$ cat src/rtl/hic_pkg.sv
// Shared types for the hierarchical instruction chain.
// Assumes all serial controls are synchronous to the test clock.
package hic_pkg;
    // Broadcast serial control bundle seen by every instruction stage
    typedef struct packed {
        logic sel;
        logic shift;
        logic capture;
        logic update;
    } ir_ctl_t;
endpackage

$ cat src/rtl/ir_stage.sv
// One instruction register: shift stage plus update stage.
// Shifts right (new bit enters the MSB, LSB leaves on so).
// Capture reloads the shift stage from the update stage and wins over shift.
// Assumes rst_n is synchronous and active low.
module ir_stage #(
    parameter int W = 4
) (
    input  logic            clk,
    input  logic            rst_n,
    input  hic_pkg::ir_ctl_t ctl,
    input  logic            si,
    output logic            so,
    output logic [W-1:0]    upd
);
    logic [W-1:0] sr_q;
    logic [W-1:0] upd_q;

    // Shift stage: capture, shift or hold
    always_ff @(posedge clk) begin
        if (!rst_n) begin
            sr_q <= '0;
        end else if (ctl.sel && ctl.capture) begin
            sr_q <= upd_q;
        end else if (ctl.sel && ctl.shift) begin
            if (W > 1) begin
                sr_q <= {si, sr_q[W-1:1]};
            end else begin
                sr_q <= si;
            end
        end
    end

    // Update stage: copy the shift stage on update
    always_ff @(posedge clk) begin
        if (!rst_n) begin
            upd_q <= '0;
        end else if (ctl.sel && ctl.update) begin
            upd_q <= sr_q;
        end
    end

    assign so  = sr_q[0];
    assign upd = upd_q;
endmodule

$ cat src/rtl/ir_link.sv
// Chain splice and reset gate between die and core instruction stages.
// Selects the serial output tap and gates the wrapper reset with core-enable.
// Assumes core_en comes from an update stage, so it is stable while shifting.
module ir_link (
    input  logic rst_n,
    input  logic core_en,
    input  logic die_so,
    input  logic core_so,
    output logic so,
    output logic core_rst_n
);
    // Serial tap: include the core stage only when enabled
    always_comb begin
        so = core_en ? core_so : die_so;
    end

    // Reset gate: core stays in reset until enabled
    always_comb begin
        core_rst_n = rst_n & core_en;
    end
endmodule

$ cat src/rtl/hier_ir_chain.sv
// Die-level instruction register with an optional embedded core register.
// Die instruction layout: [OP_W-1:0] opcode, [OP_W] top bypass, [OP_W+1] core enable.
// The core stage follows the die stage in the chain when enabled.
// Assumes a synchronous active-low reset and controls qualified by sel_ir.
module hier_ir_chain #(
    parameter int OP_W   = 4,
    parameter int CORE_W = 3
) (
    input  logic              clk,
    input  logic              rst_n,
    input  logic              sel_ir,
    input  logic              shift_en,
    input  logic              capture_en,
    input  logic              update_en,
    input  logic              si,
    output logic              so,
    output logic [OP_W-1:0]   die_op,
    output logic              top_byp,
    output logic              core_en,
    output logic              core_rst_n,
    output logic [CORE_W-1:0] core_op
);
    localparam int DIE_W   = OP_W + 2;
    localparam int BYP_BIT = OP_W;
    localparam int EN_BIT  = OP_W + 1;

    hic_pkg::ir_ctl_t ctl;
    logic             die_so;
    logic             core_so;
    logic [DIE_W-1:0] die_upd;
    logic             core_rst_int;

    // Broadcast controls pass to both stages unchanged
    always_comb begin
        ctl.sel     = sel_ir;
        ctl.shift   = shift_en;
        ctl.capture = capture_en;
        ctl.update  = update_en;
    end

    ir_stage #(.W(DIE_W)) i_die (
        .clk   (clk),
        .rst_n (rst_n),
        .ctl   (ctl),
        .si    (si),
        .so    (die_so),
        .upd   (die_upd)
    );

    ir_stage #(.W(CORE_W)) i_core (
        .clk   (clk),
        .rst_n (core_rst_int),
        .ctl   (ctl),
        .si    (die_so),
        .so    (core_so),
        .upd   (core_op)
    );

    ir_link i_link (
        .rst_n      (rst_n),
        .core_en    (die_upd[EN_BIT]),
        .die_so     (die_so),
        .core_so    (core_so),
        .so         (so),
        .core_rst_n (core_rst_int)
    );

    assign die_op     = die_upd[OP_W-1:0];
    assign top_byp    = die_upd[BYP_BIT];
    assign core_en    = die_upd[EN_BIT];
    assign core_rst_n = core_rst_int;
endmodule

$ cat config.mk
export PLATFORM = sky130hd
export DESIGN_NAME = hier_ir_chain
export DESIGN_NICKNAME = d
export VERILOG_FILES = /design/src/rtl/hic_pkg.sv /design/src/rtl/ir_stage.sv /design/src/rtl/ir_link.sv /design/src/rtl/hier_ir_chain.sv
export SDC_FILE = /design/constraint.sdc
export NUM_CORES = 1
export LEC_CHECK = 0
export BUFFER_PORTS_ARGS = -buffer_cell sky130_fd_sc_hd__buf_2
export CAP_MARGIN = 10
export CORE_MARGIN = 1.5
export CORE_UTILIZATION = 55
export CTS_CLUSTER_SIZE = 24
export DETAILED_ROUTE_END_ITERATION = 16
export PLACE_DENSITY = 0.89
export SLEW_MARGIN = 20
export SYNTH_ARGS = -nofsm -noshare
export SYNTH_HDL_FRONTEND = slang
export SYNTH_SLANG_ARGS = --single-unit
$ cat constraint.sdc
create_clock -name clk -period 2.9 [get_ports clk]
set_input_delay 0.435 -clock clk [delete_from_list [all_inputs] [get_ports clk]]
set_output_delay 0.435 -clock clk [all_outputs]
set_load 0.005 [all_outputs]
==> results.ini <==
[setup_path]
crit_type=reg -> out
critical_path.max_fanout=5
worst_ep_required_time_ns=2.47
critPathArrivalTime_ns=1.18
critPathLaunchType=register
reg2regPathDepth=2
cp-end-kind=primary output

[finish]
post_layout_nonfiller_instances=118
diodes=0
layout_commonest_cell=sky130_fd_sc_hd__dfxtp_1
nNetsFinal=110
final_layout_size_suffix_gt1_share_pct=28.4
area_delta_synth_final_pct=9.01
final.fill_count=130
final_util_pct=65.8
mostFrequentLayoutCells=18 x sky130_fd_sc_hd__dfxtp_1, 17 x sky130_fd_sc_hd__buf_2, 9 x sky130_fd_sc_hd__nand3_1, 9 x sky130_fd_sc_hd__a21oi_1

[outcome]
result_of_the_run=complete, no violations

[clock_network]
cts_setup_buffers=0
ctsHoldBuffers=0
tritoncts=yes
cts_made_buffers=3
root_buffer=sky130_fd_sc_hd__clkbuf_4
clockBufferDepth=2
worst_setup_hold_path_clk_slew_ns=0.11
numClockSinks=18
cts_htree_levels=1
post_cts.resized_instances=0
clkLatencyLatePin_ns=0.29

[grt]
antenna_violations_before_repair=0
top_usage_layer=met1
grt.met2_usage_pct=30.0
grt_overflow=0
wire_length_of_the_first_global_routing_pass_um=3050
groute.usage.overall_pct=20.7
grt_max_degree=39
grtUsageMet1_pct=31.3
first_global_vias=653
groute.layer.met3.usage_pct=2.86

[sta]
period_minus_slack_ns=1.62
postLayoutSetupSlackWorst_ns=1.28
timing.final.max_slew_violations=0
max_slew_margin_pct=61.4
highest_clock_frequency_the_design_can_meet_ghz=0.618
hold_violations=0
grt_setup_unrepaired=false
totalNegativeSetupSlack_ns=0
timing.final.setup_violations=0
fin_worst_skew_ns=0.00383
worst_slew_pin_tran_ns=0.579
final.period_utilization_pct=55.8

[floorplanning]
die_w_um=44.1
ioPinCount=18
core-area_mm2=0.00154
fp.dieArea_mm2=0.00195
placementRows=14
die-height_um=44.1
initial_utilization_pct=60.4

[drt]
drc_errors=0
initialDrtViolationCount=18
route.antenna.remaining_nets=0
vias=739
viasPerCell=6.26
average_wire_per_cell_in_the_routed_design_um=15.4
totalWireLength_um=1820
drt_pass1_iterations=4

[min_path]
hold_depth=2
worst_hold_path_type=in -> reg

[synthesis]
synth-seq-area-share_pct=38.7
synth-seq-cells=18
synthesis.area_um2=931
synth_cell_type_count=21
synth_top_area_share_pct=38.7
syn_nets=98
synth.avg_cell_area_um2=10.2
synth_area_leaders=sky130_fd_sc_hd__dfxtp_1 39%, sky130_fd_sc_hd__nand4bb_1 7.3%, sky130_fd_sc_hd__o2111a_1 7.3%, sky130_fd_sc_hd__a21bo_1 5.4%, sky130_fd_sc_hd__a21oi_1 4.8%
postSynthCellCount=91
synth_top_area_cell=sky130_fd_sc_hd__dfxtp_1
ys_warn_count=0

[placed_design]
gp_routability_congestion=0.708
port-buffer-count=17
dp_slack_ns=1.21
place_inst=114
post-dp-hpwl_um=1170

[power]
power.ir.vdd_worst_mv=0.335
p_leak_uw=0.000396
p_per_area_mw_per_mm2=464
power_uw=471

[run]
cap_violations=0

worst max-delay path: stages, from the launching register on:
cell and delay (ns):
sky130_fd_sc_hd__dfxtp_1 0.42, sky130_fd_sc_hd__mux2_2 0.35, sky130_fd_sc_hd__buf_2 0.12
sequential cells by signal, summed over array words and instances, names as in the netlist:
name	flops
i_core.sr_q	3
i_core.upd	3
i_die.sr_q	6
i_die.upd	6
power breakdown:
part / total, uW / internal [uW] / switching [uW]
logic: 54.4 / 23.4 / 30.9
registers: 261 / 255 / 5.87
clock network: 155 / 76.4 / 78.6
total: 471 / 355 / 115
cells in the mapped netlist (all sizes together):
| library cell | count |
|---|---|
| a2111oi | 3 |
| a21bo | 9 |
| a21oi | 9 |
| and3b | 3 |
| and4bb | 2 |
| buf | 9 |
| clkbuf | 1 |
| dfxtp | 18 |
| inv | 5 |
| mux2 | 1 |
| nand2 | 1 |
| nand3 | 9 |
| nand3b | 6 |
| nand4bb | 6 |
| nor4bb | 1 |
| o2111a | 6 |
| o21a | 1 |
| o21ai | 1 |
through the flow:
| step | hold WS [ns] | area (um2) |
|---|---|---|
| 6_report | 0.458 | 1010 |
| 5_1_grt | 0.455 | 1010 |
| 4_1_cts | 0.457 | 1010 |
| 3_5_place_dp | 0.471 | 978 |
| 3_3_place_gp | 0.468 | 978 |
| 2_1_floorplan | 0.452 | 931 |
metal layers:
metal	vias up	wire length (um)
met5	-	0
met4	0	13
met3	2	90
met1	347	889
li1	367	-
met2	23	830
final timing paths:
path                 start              to  slack [ns]
max           i_die.upd[5]              so        1.28
min                  rst_n   i_die.sr_q[0]        0.46
max reg2reg   i_die.upd[5]  i_core.sr_q[0]        1.89
min reg2reg  i_die.sr_q[5]    i_die.upd[5]        0.49
cells by family (layout without fill, tap and decap cells):
family / count (synthesis) / in the layout / synth area share, %
compound gates: 29 / 29 / 28.0
buf+inv: 15 / 26 / 8.20
simple gates: 28 / 28 / 23.9
mux: 1 / 1 / 1.21
flops: 18 / 18 / 38.7
cell type report:
class	instances	area, um2	area share (%)
Clock buffer	4	36.3	3.58
Sequential cell	18	360	35.5
Multi-Input combinational cell	58	494	48.7
Inverter	5	18.8	1.85
Timing Repair Buffer	17	85.1	8.38
Tap cell	16	20.0	1.97
Note: power is estimated with default switching activity, not from simulation.
